===== src/rtl/fcd_pkg.sv =====
package fcd_pkg;
  localparam logic [11:0] OFS_A = 12'hAAA;
  localparam logic [11:0] OFS_B = 12'h554;
  localparam logic [7:0] C_UNL1 = 8'hAA;
  localparam logic [7:0] C_UNL2 = 8'h55;
  localparam logic [7:0] C_IDRD = 8'h90;
  localparam logic [7:0] C_PROG = 8'hA0;
  localparam logic [7:0] C_ERST = 8'h80;
  localparam logic [7:0] C_BYPS = 8'h20;
  localparam logic [7:0] C_SECT = 8'h30;
  localparam logic [7:0] C_BULK = 8'h10;
  localparam logic [7:0] C_SUSP = 8'hB0;
  localparam logic [7:0] C_RSET = 8'hF0;
  localparam logic [7:0] C_BXIT = 8'h00;

  typedef enum logic [2:0] {
    MD_ARRAY = 3'd0, MD_ID = 3'd1, MD_BYPASS = 3'd2, MD_EWIN = 3'd3,
    MD_BUSY = 3'd4, MD_ERASING = 3'd5, MD_SUSP = 3'd6, MD_ERROR = 3'd7
  } mode_e;

  typedef enum logic [2:0] {
    OP_NONE = 3'd0, OP_PROG = 3'd1, OP_SECT = 3'd2, OP_BULK = 3'd3,
    OP_SUSP = 3'd4, OP_RESUME = 3'd5
  } op_e;

  typedef enum logic [4:0] {
    S_IDLE, S_U1, S_U2, S_ID, S_PARM, S_E1, S_E2, S_E3, S_EWIN,
    S_BUSY, S_ERASE, S_SUSP, S_BYP, S_BARM, S_BEXIT, S_BBUSY, S_ERR
  } st_e;

  function automatic mode_e mode_of(st_e s);
    case (s)
      S_ID:                   return MD_ID;
      S_BYP, S_BARM, S_BEXIT: return MD_BYPASS;
      S_EWIN:                 return MD_EWIN;
      S_BUSY, S_BBUSY:        return MD_BUSY;
      S_ERASE:                return MD_ERASING;
      S_SUSP:                 return MD_SUSP;
      S_ERR:                  return MD_ERROR;
      default:                return MD_ARRAY;
    endcase
  endfunction
endpackage


===== src/rtl/fcd_wr_capture.sv =====
module fcd_wr_capture #(
  parameter int AW = 20,
  parameter int DW = 16,
  parameter int NSEC = 8
) (
  input  logic            clk,
  input  logic            rst,
  input  logic            wr_n,
  input  logic [AW-1:0]   addr,
  input  logic [DW-1:0]   data,
  input  logic [NSEC-1:0] sel,
  output logic            ev,
  output logic [AW-1:0]   ev_addr,
  output logic [DW-1:0]   ev_data,
  output logic [NSEC-1:0] ev_sel
);
  logic wr_q;

  always_ff @(posedge clk) begin
    if (rst) begin
      wr_q    <= 1'b1;
      ev      <= 1'b0;
      ev_addr <= '0;
      ev_data <= '0;
      ev_sel  <= '0;
    end else begin
      wr_q <= wr_n;
      ev   <= 1'b0;
      if (wr_q && !wr_n) begin   // strobe falls: address and selects
        ev_addr <= addr;
        ev_sel  <= sel;
      end
      if (!wr_q && wr_n) begin   // strobe rises: data, cycle complete
        ev_data <= data;
        ev      <= 1'b1;
      end
    end
  end
endmodule


===== src/rtl/fcd_erase_window.sv =====
module fcd_erase_window #(
  parameter int WIN_CYC = 4000
) (
  input  logic clk,
  input  logic rst,
  input  logic restart,
  output logic expire
);
  localparam int CW = $clog2(WIN_CYC + 1);
  logic [CW-1:0] cnt;
  logic          run;

  always_ff @(posedge clk) begin
    if (rst) begin
      cnt <= '0;
      run <= 1'b0;
    end else if (restart) begin
      cnt <= CW'(WIN_CYC - 1);
      run <= 1'b1;
    end else if (run) begin
      if (cnt == '0) run <= 1'b0;
      else           cnt <= cnt - 1'b1;
    end
  end

  assign expire = run && (cnt == '0);
endmodule


===== src/rtl/fcd_read_mux.sv =====
module fcd_read_mux #(
  parameter int DW = 16,
  parameter int NSEC = 8,
  parameter logic [DW-1:0] DEV_ID = 16'h22E7
) (
  input  logic            clk,
  input  logic            rst,
  input  logic            in_id,
  input  logic [7:0]      rd_ofs,
  input  logic [NSEC-1:0] rd_sel,
  input  logic [NSEC-1:0] prot_map,
  output logic [1:0]      rd_src,
  output logic [DW-1:0]   rd_word
);
  always_ff @(posedge clk) begin
    if (rst) begin
      rd_src  <= 2'd0;
      rd_word <= '0;
    end else if (in_id && rd_ofs == 8'h02) begin
      rd_src  <= 2'd1;
      rd_word <= DEV_ID;
    end else if (in_id && rd_ofs == 8'h04 && |rd_sel) begin
      rd_src  <= 2'd2;
      rd_word <= DW'(|(rd_sel & prot_map));
    end else begin
      rd_src  <= 2'd0;
      rd_word <= '0;
    end
  end
endmodule


===== src/rtl/flash_cmd_decoder.sv =====
module flash_cmd_decoder
  import fcd_pkg::*;
#(
  parameter int AW = 20,
  parameter int DW = 16,
  parameter int NSEC = 8,
  parameter int WIN_CYC = 4000,
  parameter logic [DW-1:0] DEV_ID = 16'h22E7
) (
  input  logic            clk,
  input  logic            rst,
  input  logic            wr_n,
  input  logic [AW-1:0]   wr_addr,
  input  logic [DW-1:0]   wr_data,
  input  logic [NSEC-1:0] wr_sel,
  input  logic            eng_done,
  input  logic            eng_err,
  input  logic [7:0]      rd_ofs,
  input  logic [NSEC-1:0] rd_sel,
  input  logic [NSEC-1:0] prot_map,
  output logic [2:0]      mode,
  output logic            op_valid,
  output logic [2:0]      op_code,
  output logic [AW-1:0]   op_addr,
  output logic [DW-1:0]   op_data,
  output logic [NSEC-1:0] op_mask,
  output logic [1:0]      rd_src,
  output logic [DW-1:0]   rd_word
);
  logic            ev;
  logic [AW-1:0]   ev_addr;
  logic [DW-1:0]   ev_data;
  logic [NSEC-1:0] ev_sel;
  logic            win_rst, win_exp;
  st_e             st, nxt;
  op_e             nop;
  logic [NSEC-1:0] mask, nmask;

  fcd_wr_capture #(.AW(AW), .DW(DW), .NSEC(NSEC)) u_cap (
    .clk(clk), .rst(rst), .wr_n(wr_n), .addr(wr_addr), .data(wr_data),
    .sel(wr_sel), .ev(ev), .ev_addr(ev_addr), .ev_data(ev_data), .ev_sel(ev_sel));

  fcd_erase_window #(.WIN_CYC(WIN_CYC)) u_win (
    .clk(clk), .rst(rst), .restart(win_rst), .expire(win_exp));

  fcd_read_mux #(.DW(DW), .NSEC(NSEC), .DEV_ID(DEV_ID)) u_rmux (
    .clk(clk), .rst(rst), .in_id(st == S_ID), .rd_ofs(rd_ofs), .rd_sel(rd_sel),
    .prot_map(prot_map), .rd_src(rd_src), .rd_word(rd_word));

  wire [7:0] c    = ev_data[7:0];
  wire       at_a = ev_addr[11:0] == OFS_A;
  wire       at_b = ev_addr[11:0] == OFS_B;
  wire       even = !ev_addr[0];
  wire       sec_add = ev && c == C_SECT && |ev_sel;

  always_comb begin
    nxt = st; nop = OP_NONE; win_rst = 1'b0; nmask = mask;
    case (st)
      S_IDLE:  if (ev && c == C_UNL1 && at_a) nxt = S_U1;
      S_U1:    if (ev) nxt = (c == C_UNL2 && at_b) ? S_U2 : S_IDLE;
      S_U2:    if (ev) begin
                 nxt = S_IDLE;
                 if (at_a) begin
                   case (c)
                     C_IDRD:  nxt = S_ID;
                     C_PROG:  nxt = S_PARM;
                     C_ERST:  nxt = S_E1;
                     C_BYPS:  nxt = S_BYP;
                     default: nxt = S_IDLE;
                   endcase
                 end
               end
      S_ID:    if (ev && c == C_RSET) nxt = S_IDLE;
      S_PARM:  if (ev) begin
                 if (even) begin nop = OP_PROG; nxt = S_BUSY; end
                 else nxt = S_IDLE;
               end
      S_E1:    if (ev) nxt = (c == C_UNL1 && at_a) ? S_E2 : S_IDLE;
      S_E2:    if (ev) nxt = (c == C_UNL2 && at_b) ? S_E3 : S_IDLE;
      S_E3:    if (ev) begin
                 nxt = S_IDLE;
                 if (c == C_BULK && at_a) begin
                   nop = OP_BULK; nxt = S_BUSY;
                 end else if (sec_add) begin
                   nmask = ev_sel; win_rst = 1'b1; nxt = S_EWIN;
                 end
               end
      S_EWIN:  if (sec_add) begin
                 nmask = mask | ev_sel; win_rst = 1'b1;
               end else if (win_exp) begin
                 nop = OP_SECT; nxt = S_ERASE;
               end
      S_BUSY:  if (eng_done) nxt = eng_err ? S_ERR : S_IDLE;
      S_ERASE: if (eng_done) nxt = eng_err ? S_ERR : S_IDLE;
               else if (ev && c == C_SUSP && even) begin
                 nop = OP_SUSP; nxt = S_SUSP;
               end
      S_SUSP:  if (ev && c == C_SECT) begin nop = OP_RESUME; nxt = S_ERASE; end
      S_BYP:   if (ev) begin
                 if (c == C_PROG)      nxt = S_BARM;
                 else if (c == C_IDRD) nxt = S_BEXIT;
               end
      S_BARM:  if (ev) begin
                 if (even) begin nop = OP_PROG; nxt = S_BBUSY; end
                 else nxt = S_BYP;
               end
      S_BEXIT: if (ev) nxt = (c == C_BXIT) ? S_IDLE : S_BYP;
      S_BBUSY: if (eng_done) nxt = eng_err ? S_ERR : S_BYP;
      S_ERR:   if (ev && c == C_RSET) nxt = S_IDLE;
      default: nxt = S_IDLE;
    endcase
  end

  always_ff @(posedge clk) begin
    if (rst) begin
      st <= S_IDLE; mode <= MD_ARRAY; mask <= '0;
      op_valid <= 1'b0; op_code <= OP_NONE;
      op_addr <= '0; op_data <= '0; op_mask <= '0;
    end else begin
      st       <= nxt;
      mode     <= mode_of(nxt);
      mask     <= nmask;
      op_valid <= nop != OP_NONE;
      op_code  <= nop;
      if (nop != OP_NONE) begin
        op_addr <= ev_addr;
        op_data <= ev_data;
        op_mask <= (nop == OP_SECT) ? mask : '0;
      end
    end
  end
endmodule


===== config.mk =====
export PLATFORM = sky130hd
export DESIGN_NAME = flash_cmd_decoder
export DESIGN_NICKNAME = d
export VERILOG_FILES = /design/src/rtl/fcd_pkg.sv /design/src/rtl/fcd_wr_capture.sv /design/src/rtl/fcd_erase_window.sv /design/src/rtl/fcd_read_mux.sv /design/src/rtl/flash_cmd_decoder.sv
export SDC_FILE = /design/constraint.sdc
export NUM_CORES = 1
export LEC_CHECK = 0
export ABC_AREA = 1
export BUFFER_PORTS_ARGS = -buffer_cell sky130_fd_sc_hd__buf_2
export CORE_ASPECT_RATIO = 1.25
export CORE_MARGIN = 8
export CORE_UTILIZATION = 34
export DETAILED_ROUTE_END_ITERATION = 8
export HOLD_SLACK_MARGIN = 0.03
export PLACE_DENSITY = 0.55
export SLEW_MARGIN = 20
export SYNTH_ARGS = -nofsm -noshare
export SYNTH_HDL_FRONTEND = slang
export SYNTH_SLANG_ARGS = --single-unit

===== constraint.sdc =====
create_clock -name clk -period 2.5 [get_ports clk]
set_input_delay 0.5 -clock clk [delete_from_list [all_inputs] [get_ports clk]]
set_output_delay 0.5 -clock clk [all_outputs]
set_load 0.005 [all_outputs]

==> results.sh <==
export IMPL_crit_path_max_fanout=6
export IMPL_synthDistinctLibCells=39
export IMPL_rsz0062_at_grt="false"
export IMPL_clk_pin_slew_ns=0.06
export IMPL_wirelength_um=16900
export IMPL_synthArstFlopShare_pct=0
export IMPL_ir_worst_vdd_v=0.000384
export IMPL_fmax_mhz=450
export IMPL_critPathLaunchType="flop"
export IMPL_grt_max_degree=79
export IMPL_synth_commonest_cells="nor2_1, dfxtp_1, nand2_1"
export IMPL_status="finished clean"
export IMPL_root_buffer="clkbuf_16"
export IMPL_ys_seq_area_share_pct=43.7
export IMPL_critPathKind="reg -> reg"
export IMPL_power_density_mw_per_mm2=640
export IMPL_min_path_type="in -> reg"
export IMPL_cts_sinks=126
export IMPL_wl_met1_um=7160
export IMPL_setup_viol=0
export IMPL_synth_area_leaders="dfxtp_1, nor2_1, o21ai_0, nand2_1, inv_1"
export IMPL_max_cap_viol_count=0
export IMPL_arrival_ns=2.56
export IMPL_grt_pass1_vias=5793
export IMPL_synth_top_area_cell="dfxtp_1"
export IMPL_power_mw=4.65
export IMPL_fp_row_count=53
export IMPL_synth_seq_cells=126
export IMPL_worstPathRequired_ns=2.84
export IMPL_port_buffers=133
export IMPL_hold_viol=0
export IMPL_pin_count=142
export IMPL_ff2ff_setup_slack_ns=0.28
export IMPL_wl_per_cell_um=14.0
export IMPL_antenna_left=0
export IMPL_syn_area_mm2=0.00578
export IMPL_period_share_pct=88.9
export IMPL_place_congestion=0.905
export IMPL_route_detailed_drc=0
export IMPL_htreeDepth=4
export IMPL_endpoint_kind="flop"
export IMPL_hpwl_um=12600
export IMPL_avgSynthCellArea_um2=6.81
export IMPL_synth_top_cell_area_share_pct=43.7
export IMPL_firstDrtPassIters=5
export IMPL_fin_nets=1056
export IMPL_synth_most_common_cell="nor2_1"
export IMPL_grt_overflow=0
export IMPL_drive_gt1_share_pct=22.5
export IMPL_avgViaCountPerCell=4.69
export IMPL_n_fill_cell=1796
export IMPL_antenna_found_initial=0
export IMPL_fp_dieArea_mm2=0.0214
export IMPL_grt_use_total_pct=16.1
export IMPL_die_h_um=162
export IMPL_num_vias=5675
export IMPL_synthCells=849
export IMPL_top_layer="met4"
export IMPL_die_w_um=133
export IMPL_grt_pass1_wl_um=28100
export IMPL_numCtsBuffers=17
export IMPL_leakage_nw=3.60
export IMPL_wl_met3_um=864
export IMPL_start_util_pct=34.6
export IMPL_slew_headroom_pct=32.9
export IMPL_clock_latency_ns=0.41
export IMPL_core_area_mm2=0.0167
export IMPL_cts_buffer_depth=2
export IMPL_cts_hold_buffers=0
export IMPL_cts_tree="built"
export IMPL_dr_first_iter_drc_count=260
export IMPL_fin_crit_ns=2.22
export IMPL_fin_setup_tns_ns=0
export IMPL_slew_violations=0
export IMPL_worstMarginPinSlew_ns=1.00
export IMPL_route_met2_wl_um=8390
export IMPL_n_antenna_cell=0
export IMPL_synthFlopType="dfxtp_1"
export IMPL_finClkSkew_ns=0.00668
export IMPL_yosys_warnings=0
export IMPL_synthToLayoutAreaGrowth_pct=25.6
export IMPL_synth_edf_count=0
-- cell usage in the layout, fill, tap and decap left out, types with 3 or more instances in the layout --
cell and instances:
buf_2 133, a21oi_1 49, buf_4 14, inv_2 11, conb_1 8, nand2_1 123
clkinvlp_4 4, nor3_1 14, nor2_1 207, inv_1 75, clkinv_2 4, nor2_2 9
dfxtp_1 119, clkbuf_16 17, nand4_1 10, ha_1 4, nor4_1 6, nand3_1 38
nand3b_1 3, dfxtp_2 6, nor3_2 3, nand2_2 6, nor2_4 3, o21ai_0 97
-- registers in the layout, indices dropped and copies added (netlist names), 8 cells and up --
register	flops
u_cap.ev_data	16
op_mask	8
u_win.cnt	12
u_cap.ev_sel	8
op_data	16
mask	8
u_cap.ev_addr	20
op_addr	20
-- routing by layer --
metal  vias up  GRT usage (%)
met5         -              0
met4         0           7.60
met2       137           27.7
met3        37           4.67
li1       2969              -
met1      2532           17.9
-- worst paths after layout --
path	start	cells after the start	to
hold / removal	rd_ofs[2]	2	u_rmux.rd_word[9]$_SDFF_PP0_
hold reg to reg	op_mask[0]$_SDFFE_PP0P_	2	op_mask[0]$_SDFFE_PP0P_
setup / recovery	u_cap.ev_data[5]$_SDFFE_PP0P_	15	mode[1]$_SDFF_PP0_
setup reg to reg	u_cap.ev_data[5]$_SDFFE_PP0P_	15	mode[1]$_SDFF_PP0_
-- where the power goes --
part,internal [mW],leakage [nW],switching (mW)
Sequential,2.06,1.03,0.0416
Clock,1.41,0.261,0.888
Combinational,0.0989,2.31,0.152
-- what timing repair did --
item | in CTS | in global routing
endpoints found under the setup margin | 0 | 1
gates resized for setup | 0 | 27
buffers inserted | 0 | 1
-- cell families (layout without fill, tap and decap cells) --
kind of cell	after synthesis	after routing	share of synthesized area, %
AO/OA/AOI/OAI	158	158	14.7
other	1	8	0.0649
AND/OR/NAND/NOR	428	428	30.6
adder cells (fa/ha/maj)	4	4	0.866
flip-flops	126	126	43.7
buffers and inverters	132	267	10.0
-- layout make-up --
type | instances | area (um2) | area share (%)
multi-input cells | 598 | 2760 | 38.0
flip-flops and latches | 126 | 2530 | 34.9
repair buffers | 149 | 811 | 11.2
clock buffers | 21 | 460 | 6.34
inverters | 87 | 329 | 4.53
well taps | 220 | 275 | 3.79
clock inverters | 10 | 88.8 | 1.22
-- stage by stage --
stage               hold WS, ns  util, %  setup slack (ns)  area (um2)  std cells
global placement          0.448     39.7             0.123        6630       1179
global route              0.289     43.4            0.0128        7260       1211
CTS                       0.276     43.0             0.177        7180       1210
floorplan                 0.441        -             0.523        5800        856
finish                    0.295     43.4             0.278        7260       1211
detailed placement        0.454     39.7             0.201        6630       1179
-- worst max-delay path, cell delays in order (launching register included) --
cell	delay [ns]
dfxtp_4	0.39
nand2_1	0.11
inv_1	0.07
nand3_1	0.12
nor2_2	0.17
nand2_2	0.10
nand4_1	0.15
nand3_1	0.10
nor3_2	0.11
nand2_1	0.10
inv_1	0.11
ha_1	0.23
nand3b_1	0.15
nand2_1	0.07
nand2_1	0.05
a21oi_1	0.11
Power figures use the tool's default switching activity.
